==> src/rtl/spi_xfer_pkg.sv <==
package spi_xfer_pkg;
  localparam logic [4:0] OFS_CTRL  = 5'h00;
  localparam logic [4:0] OFS_CSEL  = 5'h04;
  localparam logic [4:0] OFS_LEN   = 5'h08;
  localparam logic [4:0] OFS_DATA  = 5'h0C;
  localparam logic [4:0] OFS_STAT  = 5'h10;
  localparam logic [4:0] OFS_IMASK = 5'h18;
  localparam logic [4:0] OFS_ISTAT = 5'h1C;

  localparam int CTL_EN_BIT   = 15;
  localparam int CTL_DIR_BIT  = 13;
  localparam int CTL_QUAD_BIT = 12;
  localparam int NUM_RATES    = 6;

  typedef struct packed {
    logic [2:0] rate;
    logic [1:0] line;
    logic       quad;
    logic       wr_dir;
  } xfer_ctl_t;
endpackage

==> src/rtl/spi_clk_div.sv <==
module spi_clk_div #(
  parameter int HALF_MIN = 2,
  parameter int NCODES   = 6
) (
  input  logic       clk,
  input  logic       rst_n,
  input  logic       run,
  input  logic [2:0] rate,
  output logic       tick
);
  localparam int MAXC = NCODES - 1;
  localparam int CW   = $clog2(HALF_MIN << MAXC) + 1;

  logic [CW-1:0] cnt;
  logic [CW-1:0] limit;
  int            code_i;

  always_comb begin
    code_i = (int'(rate) > MAXC) ? MAXC : int'(rate);
    limit  = CW'((HALF_MIN << (MAXC - code_i)) - 1);
  end

  always_ff @(posedge clk or negedge rst_n) begin
    if (!rst_n) begin
      cnt <= '0;
    end else if (!run || cnt == limit) begin
      cnt <= '0;
    end else begin
      cnt <= cnt + 1'b1;
    end
  end

  assign tick = run && (cnt == limit);
endmodule

==> src/rtl/spi_shift_engine.sv <==
module spi_shift_engine #(
  parameter int BYTE_W = 8,
  parameter int LANES  = 4
) (
  input  logic              clk,
  input  logic              rst_n,
  input  logic              start,
  input  logic              quad,
  input  logic [BYTE_W-1:0] tx_byte,
  input  logic              tick,
  input  logic [LANES-1:0]  io_in,
  output logic              busy,
  output logic              done,
  output logic [BYTE_W-1:0] rx_byte,
  output logic              sclk,
  output logic [LANES-1:0]  dout
);
  localparam int CNT_W     = $clog2(BYTE_W);
  localparam int SER_LAST  = BYTE_W - 1;
  localparam int QUAD_LAST = BYTE_W / LANES - 1;

  logic [BYTE_W-1:0] sh;
  logic [BYTE_W-1:0] rx;
  logic [CNT_W-1:0]  cnt;
  logic [CNT_W-1:0]  last;
  logic              hi;
  logic              quad_q;

  assign last = quad_q ? CNT_W'(QUAD_LAST) : CNT_W'(SER_LAST);

  always_ff @(posedge clk or negedge rst_n) begin
    if (!rst_n) begin
      sh     <= '0;
      rx     <= '0;
      cnt    <= '0;
      hi     <= 1'b0;
      busy   <= 1'b0;
      done   <= 1'b0;
      quad_q <= 1'b0;
    end else begin
      done <= 1'b0;
      if (start) begin
        sh     <= tx_byte;
        rx     <= '0;
        cnt    <= '0;
        hi     <= 1'b0;
        busy   <= 1'b1;
        quad_q <= quad;
      end else if (busy && tick) begin
        if (!hi) begin
          hi <= 1'b1;
          if (quad_q) rx <= {rx[BYTE_W-LANES-1:0], io_in};
          else        rx <= {rx[BYTE_W-2:0], io_in[1]};
        end else begin
          hi <= 1'b0;
          if (quad_q) sh <= {sh[BYTE_W-LANES-1:0], {LANES{1'b0}}};
          else        sh <= {sh[BYTE_W-2:0], 1'b0};
          if (cnt == last) begin
            busy <= 1'b0;
            done <= 1'b1;
          end else begin
            cnt <= cnt + 1'b1;
          end
        end
      end
    end
  end

  assign sclk    = hi;
  assign rx_byte = rx;
  assign dout    = quad_q ? sh[BYTE_W-1 -: LANES] : {{(LANES-1){1'b0}}, sh[BYTE_W-1]};
endmodule

==> src/rtl/spi_xfer_master.sv <==
module spi_xfer_master
  import spi_xfer_pkg::*;
#(
  parameter int HALF_MIN = 2,
  parameter int LEN_W    = 21,
  parameter int NUM_CS   = 3
) (
  input  logic              clk,
  input  logic              rst_n,
  input  logic              reg_wr,
  input  logic              reg_rd,
  input  logic [4:0]        reg_addr,
  input  logic [31:0]       reg_wdata,
  output logic [31:0]       reg_rdata,
  output logic              irq,
  output logic              spi_sclk,
  output logic [NUM_CS-1:0] spi_cs_n,
  output logic [3:0]        spi_io_out,
  output logic [3:0]        spi_io_oe,
  input  logic [3:0]        spi_io_in
);
  localparam int         IDX_W   = 2;
  localparam logic [1:0] IDX_MAX = 2'd3;

  xfer_ctl_t         ctl;
  logic              en;
  logic [LEN_W-1:0]  len_reg;
  logic [LEN_W-1:0]  rem;
  logic [31:0]       word;
  logic [IDX_W-1:0]  idx;
  logic              have_word;
  logic              cs_act;
  logic [1:0]        cs_line;
  logic              imask;
  logic              istat;

  logic              eng_busy, eng_done, eng_start, tick;
  logic [7:0]        eng_rx, tx_byte;
  logic [3:0]        eng_dout;
  logic              fifo_busy, finish;
  logic              wr_ctl, wr_len, wr_csel, wr_imask, wr_istat, wr_data, rd_data;
  logic [31:0]       ctrl_rd;

  // register access decode
  assign wr_ctl   = reg_wr && reg_addr == OFS_CTRL && !en;
  assign wr_len   = reg_wr && reg_addr == OFS_LEN  && !en;
  assign wr_csel  = reg_wr && reg_addr == OFS_CSEL && !en;
  assign wr_imask = reg_wr && reg_addr == OFS_IMASK;
  assign wr_istat = reg_wr && reg_addr == OFS_ISTAT;
  assign wr_data  = reg_wr && reg_addr == OFS_DATA && en && ctl.wr_dir && !have_word;
  assign rd_data  = reg_rd && reg_addr == OFS_DATA && !ctl.wr_dir && have_word;

  assign fifo_busy = ctl.wr_dir ? have_word : (en && !have_word);
  assign finish    = en && rem == '0 && !eng_busy && !eng_done;
  assign eng_start = en && !eng_busy && !eng_done && rem != '0 &&
                     (ctl.wr_dir ? have_word : !have_word);
  assign tx_byte   = ctl.wr_dir ? word[{idx, 3'b000} +: 8] : 8'hFF;

  always_ff @(posedge clk or negedge rst_n) begin
    if (!rst_n) begin
      ctl       <= '0;
      en        <= 1'b0;
      len_reg   <= '0;
      rem       <= '0;
      word      <= '0;
      idx       <= '0;
      have_word <= 1'b0;
      cs_act    <= 1'b0;
      cs_line   <= '0;
      imask     <= 1'b0;
      istat     <= 1'b0;
    end else begin
      if (wr_ctl) begin
        ctl.rate   <= reg_wdata[2:0];
        ctl.line   <= reg_wdata[7:6];
        ctl.quad   <= reg_wdata[CTL_QUAD_BIT];
        ctl.wr_dir <= reg_wdata[CTL_DIR_BIT];
        if (reg_wdata[CTL_EN_BIT]) begin
          en        <= 1'b1;
          rem       <= len_reg;
          have_word <= 1'b0;
          idx       <= '0;
          word      <= '0;
          if (!cs_act) begin
            cs_act  <= 1'b1;
            cs_line <= reg_wdata[7:6];
          end
        end
      end
      if (wr_len) len_reg <= reg_wdata[LEN_W-1:0];
      if (wr_csel && reg_wdata == '0) cs_act <= 1'b0;
      if (wr_imask) imask <= reg_wdata[0];
      if (wr_data) begin
        word      <= reg_wdata;
        have_word <= 1'b1;
        idx       <= '0;
      end
      if (rd_data) begin
        word      <= '0;
        have_word <= 1'b0;
        idx       <= '0;
      end
      if (eng_done) begin
        rem <= rem - 1'b1;
        idx <= idx + 1'b1;
        if (!ctl.wr_dir) word[{idx, 3'b000} +: 8] <= eng_rx;
        if (idx == IDX_MAX || rem == LEN_W'(1)) have_word <= !ctl.wr_dir;
      end
      if (finish) begin
        en <= 1'b0;
        if (ctl.wr_dir) have_word <= 1'b0;
      end
      istat <= (istat & ~(wr_istat & reg_wdata[0])) | finish;
    end
  end

  spi_clk_div #(.HALF_MIN(HALF_MIN), .NCODES(NUM_RATES)) u_div (
    .clk(clk), .rst_n(rst_n), .run(eng_busy), .rate(ctl.rate), .tick(tick)
  );

  spi_shift_engine #(.BYTE_W(8), .LANES(4)) u_eng (
    .clk(clk), .rst_n(rst_n), .start(eng_start), .quad(ctl.quad),
    .tx_byte(tx_byte), .tick(tick), .io_in(spi_io_in), .busy(eng_busy),
    .done(eng_done), .rx_byte(eng_rx), .sclk(spi_sclk), .dout(eng_dout)
  );

  for (genvar i = 0; i < NUM_CS; i++) begin : g_cs
    assign spi_cs_n[i] = !(cs_act && cs_line == 2'(i));
  end

  assign spi_io_out = eng_dout;
  always_comb begin
    if (!en)            spi_io_oe = 4'h0;
    else if (ctl.quad)  spi_io_oe = ctl.wr_dir ? 4'hF : 4'h0;
    else                spi_io_oe = 4'h1;
  end

  assign irq     = istat & ~imask;
  assign ctrl_rd = {16'b0, en, 1'b0, ctl.wr_dir, ctl.quad, 4'b0, ctl.line, 3'b0, ctl.rate};

  always_comb begin
    case (reg_addr)
      OFS_CTRL:  reg_rdata = ctrl_rd;
      OFS_CSEL:  reg_rdata = {31'b0, cs_act};
      OFS_LEN:   reg_rdata = {{(32-LEN_W){1'b0}}, len_reg};
      OFS_DATA:  reg_rdata = word;
      OFS_STAT:  reg_rdata = {31'b0, fifo_busy};
      OFS_IMASK: reg_rdata = {31'b0, imask};
      OFS_ISTAT: reg_rdata = {31'b0, istat};
      default:   reg_rdata = '0;
    endcase
  end
endmodule

==> config.mk <==
export PLATFORM = sky130hd
export DESIGN_NAME = spi_xfer_master
export DESIGN_NICKNAME = d
export VERILOG_FILES = /design/src/rtl/spi_xfer_pkg.sv /design/src/rtl/spi_clk_div.sv /design/src/rtl/spi_shift_engine.sv /design/src/rtl/spi_xfer_master.sv
export SDC_FILE = /design/constraint.sdc
export NUM_CORES = 1
export LEC_CHECK = 0
export ABC_AREA = 1
export BUFFER_PORTS_ARGS = -buffer_cell sky130_fd_sc_hd__buf_4
export CAP_MARGIN = 25
export CORE_MARGIN = 2
export CORE_UTILIZATION = 56
export CTS_CLUSTER_DIAMETER = 80
export DETAILED_ROUTE_END_ITERATION = 8
export HOLD_SLACK_MARGIN = 0.15
export PLACE_DENSITY = 0.76
export SLEW_MARGIN = 15
export SYNTH_ARGS = -nofsm -noshare
export SYNTH_HDL_FRONTEND = slang
export SYNTH_SLANG_ARGS = --single-unit
==> constraint.sdc <==
create_clock -name clk -period 4.1 [get_ports clk]
set_input_delay 0.82 -clock clk [delete_from_list [all_inputs] [get_ports clk]]
set_output_delay 0.82 -clock clk [all_outputs]
set_load 0.03 [all_outputs]
==> results.cfg <==
[clock_network]
tritoncts = done
numClockSinks = 120
cts_setup_buffers = 0
ctsHoldBuffers = 0
path_clk_slew_ns = 0.05
clock_insertion_delay_worst_skew_ns = 0.42
htreeDepth = 4
ctsRootBufferMaster = clkbuf_16
cts-root-to-sink-buffers = 2
post_cts_resize_count = 0
cts_inserted_buffers = 17

[power]
switching_share_pct = 36.32
totalPowerFinal_uw = 4376
power.share.combinational_pct = 25.3
cellPowerDensity_nw_per_um2 = 512.1
design_internal_power_uw = 2787
fraction_of_power_consumed_by_sequential_logic_pct = 39.3
leakage_uw = 0.004352
power_switching_uw = 1589
ir_drop_v = 0.0003724
power.clock.fraction_pct = 35.3

[worst_setup_path]
critical_path.most_common_cell = buf_4
r2r_end = word[11]
slowest_delay_ns = 0.35
cpMaxStageDelayCell = o22ai_1
end_kind = output pin
timing.critical_path.arrival_ns = 2.15
critical_path.cell_chain = buf_4 > inv_1 > nand2_1 > nor3_4 > inv_2 > o22ai_1 > buf_4
critical_path_class = input pin to output pin
crit_path_max_fanout = 34
timing.critical_path.from_type = input pin
timing.critical_path.required_ns = 3.28
rr_worst_depth = 8
crit-reg2reg-launch = ctl[0]
worst-r2r-setup-slack_ns = 1.54

[cells_and_area]
post-route-util_pct = 67.98
insertedDiodeCount = 0
final_design_area_no_fill_um2 = 8544
final_nets = 1140
fillerInstances = 1095
largest_register_ff_count = 32
drive_above_1_share_pct = 14.30
flow.area_growth_from_synthesis_pct = 18.74

[synth]
synth_seq_area_share_pct = 41.73
synth.ff_latch_count = 120
synthesis.nets = 1064
synth.cell_area_um2 = 7196
yosys_warnings = 0
post_synth.cell_area_avg_um2 = 7.131
ys_types = 41
postSynthCellCount = 1009

[placement]
io_buffer_count = 89
routabilityCongestion = 0.9746
placed_cell_area_um2 = 7931
dp_hpwl_um = 15970

[min_path]
hold_class = input pin to asynchronous set/reset pin

[routing]
vias = 7228
avgViaCountPerCell = 5.691
number_of_violations_reported_at_the_end_of_detailed_routing_iteration_0 = 753
postRouteAntennaNets = 0
drc = 0
detailedRoute.firstPassIterationCount = 6
wl_per_cell_um = 17.07
route.final.wire_length_um = 21680

[floorplanning]
std_cell_rows = 41
dieWidth_um = 117.4
ioPinCount = 90
initial_core_util_pct = 57.25
core_area_um2 = 12570
fp.dieArea_um2 = 13770
die_y_um = 117.4

[global_routing]
grt_start_max_net_pins = 76
grt_first_pass_wirelength_um = 34870
grt_overflow = 0
antenna_violations_before_repair = 0
number_of_global_route_vias_before_repair = 6685
grt_usage_pct = 32.12

[sta]
report.final.setup_viol = 0
clock-skew-final_ns = 0.009706
finalMaxSlewViolations = 0
period_minus_slack_ns = 2.974
grt_setup_unrepaired = false
fmax_ghz = 0.3362
slew_of_the_pin_with_the_lowest_slew_margin_ns = 0.7978
post-route-period-util_pct = 72.55
finalSetupTns_ns = 0
maxSlewHeadroom_pct = 46.81
report.final.hold_viol_count = 0

[flow_run]
cap_violations = 0

[status]
outcome = completed
-- worst max path at each step --
stage | start | endpoint | slack [ns]
6_report | reg_addr[0] | reg_rdata[18] | 1.13
5_1_grt | reg_addr[0] | reg_rdata[20] | 0.98
4_1_cts | reg_addr[0] | reg_rdata[18] | 1.13
3_5_place_dp | reg_addr[0] | reg_rdata[17] | 1.13
3_3_place_gp | reg_addr[0] | reg_rdata[18] | 1.17
2_1_floorplan | reg_addr[4] | reg_rdata[19] | 1.04
-- worst max-delay path, delay by kind of cell --
family	cells	cell delay (ns)
AO/OA/AOI/OAI	1	0.35
buffers and inverters	4	0.66
AND/OR/NAND/NOR	2	0.31
-- routing by layer --
layer	global-route usage [%]	part of all wire, %
met1	42.43	41
met2	51.43	48
met3	6.566	7.0
met4	14.01	3.7
met5	0	0
-- stage by stage --
| step | setup WS, ns | hold slack (ns) | std cells |
|---|---|---|---|
| 4_1_cts | 1.132 | 0.4215 | 1270 |
| 2_1_floorplan | 1.044 | 0.4530 | 1009 |
| 3_3_place_gp | 1.170 | 0.4644 | 1238 |
| 3_5_place_dp | 1.130 | 0.4728 | 1238 |
| 6_report | 1.126 | 0.3981 | 1270 |
| 5_1_grt | 0.9837 | 0.4579 | 1270 |
-- power by group through the flow --
| stage | sequential, uW | clock, uW | combinational [uW] |
|---|---|---|---|
| after floorplan | 1600 | 0 | 819 |
| after global placement | 1720 | 0 | 1060 |
| after detailed placement | 1730 | 0 | 1090 |
| after CTS | 1710 | 1550 | 1100 |
| after global routing | 1750 | 1600 | 1260 |
| final | 1720 | 1550 | 1110 |
-- layout by cell type, fill, tap and decap left out, types with 4 or more instances in the layout --
cell type and n:
ha_1 10, o221ai_1 7, dfrtp_1 120, nand2_2 5, a21oi_1 10, nor2_1 79, inv_1 137, nand4_1 14
clkbuf_16 17, xor2_1 8, o21ai_0 105, nor2_2 8, o211ai_1 13, nor3_1 6, inv_2 5, clkinvlp_4 4
nand2_1 274, o22ai_1 36, buf_4 94, nand3_1 95, o21ai_1 10
-- cell type report --
type / instances / area (um2) / area share, %
repair buffers: 95 / 725.7 / 8.493
well taps: 172 / 215.2 / 2.519
multi-input cells: 706 / 3443 / 40.30
inverters: 145 / 544.3 / 6.370
clock buffers: 18 / 439.2 / 5.140
flip-flops and latches: 120 / 3003 / 35.14
clock inverters: 14 / 173.9 / 2.035
-- synth_stat cells (all sizes together) --
master   instances  area [um2]
xnor2            2       17.52
clkbuf          18       68.81
o21ai          115       575.6
a21oi           10       50.05
o2bb2ai          1       8.760
and2             1       6.260
dfrtp          120        3003
o31ai            1       7.510
xor2             8       70.07
nand3b           1       7.510
a31oi            3       18.77
nand4           15       100.1
o221ai           7       61.31
nor3             9       66.32
clkinv           3       11.26
nor4             1       6.260
o211ai          13       97.59
ha              10       125.1
o21bai           2       15.01
inv            142       533.0
nor3b            2       15.01
nor2            89       369.1
o22ai           36       225.2
nand2          280        1071
buf             20       136.4
nand3           97       510.5
or2              3       18.77
-- logic make-up (layout without fill, tap and decap cells) --
kind of cell,count (synthesis),after routing,synth area share (%)
and+or+nand+nor,498,498,30.17
DFF,120,120,41.73
adders and majority gates,10,10,1.739
AOI/OAI and AO/OA,188,188,14.73
xor gates and xnor gates,10,10,1.217
buffers and inverters,183,272,10.42
Note: power is estimated with default switching activity, not from simulation.
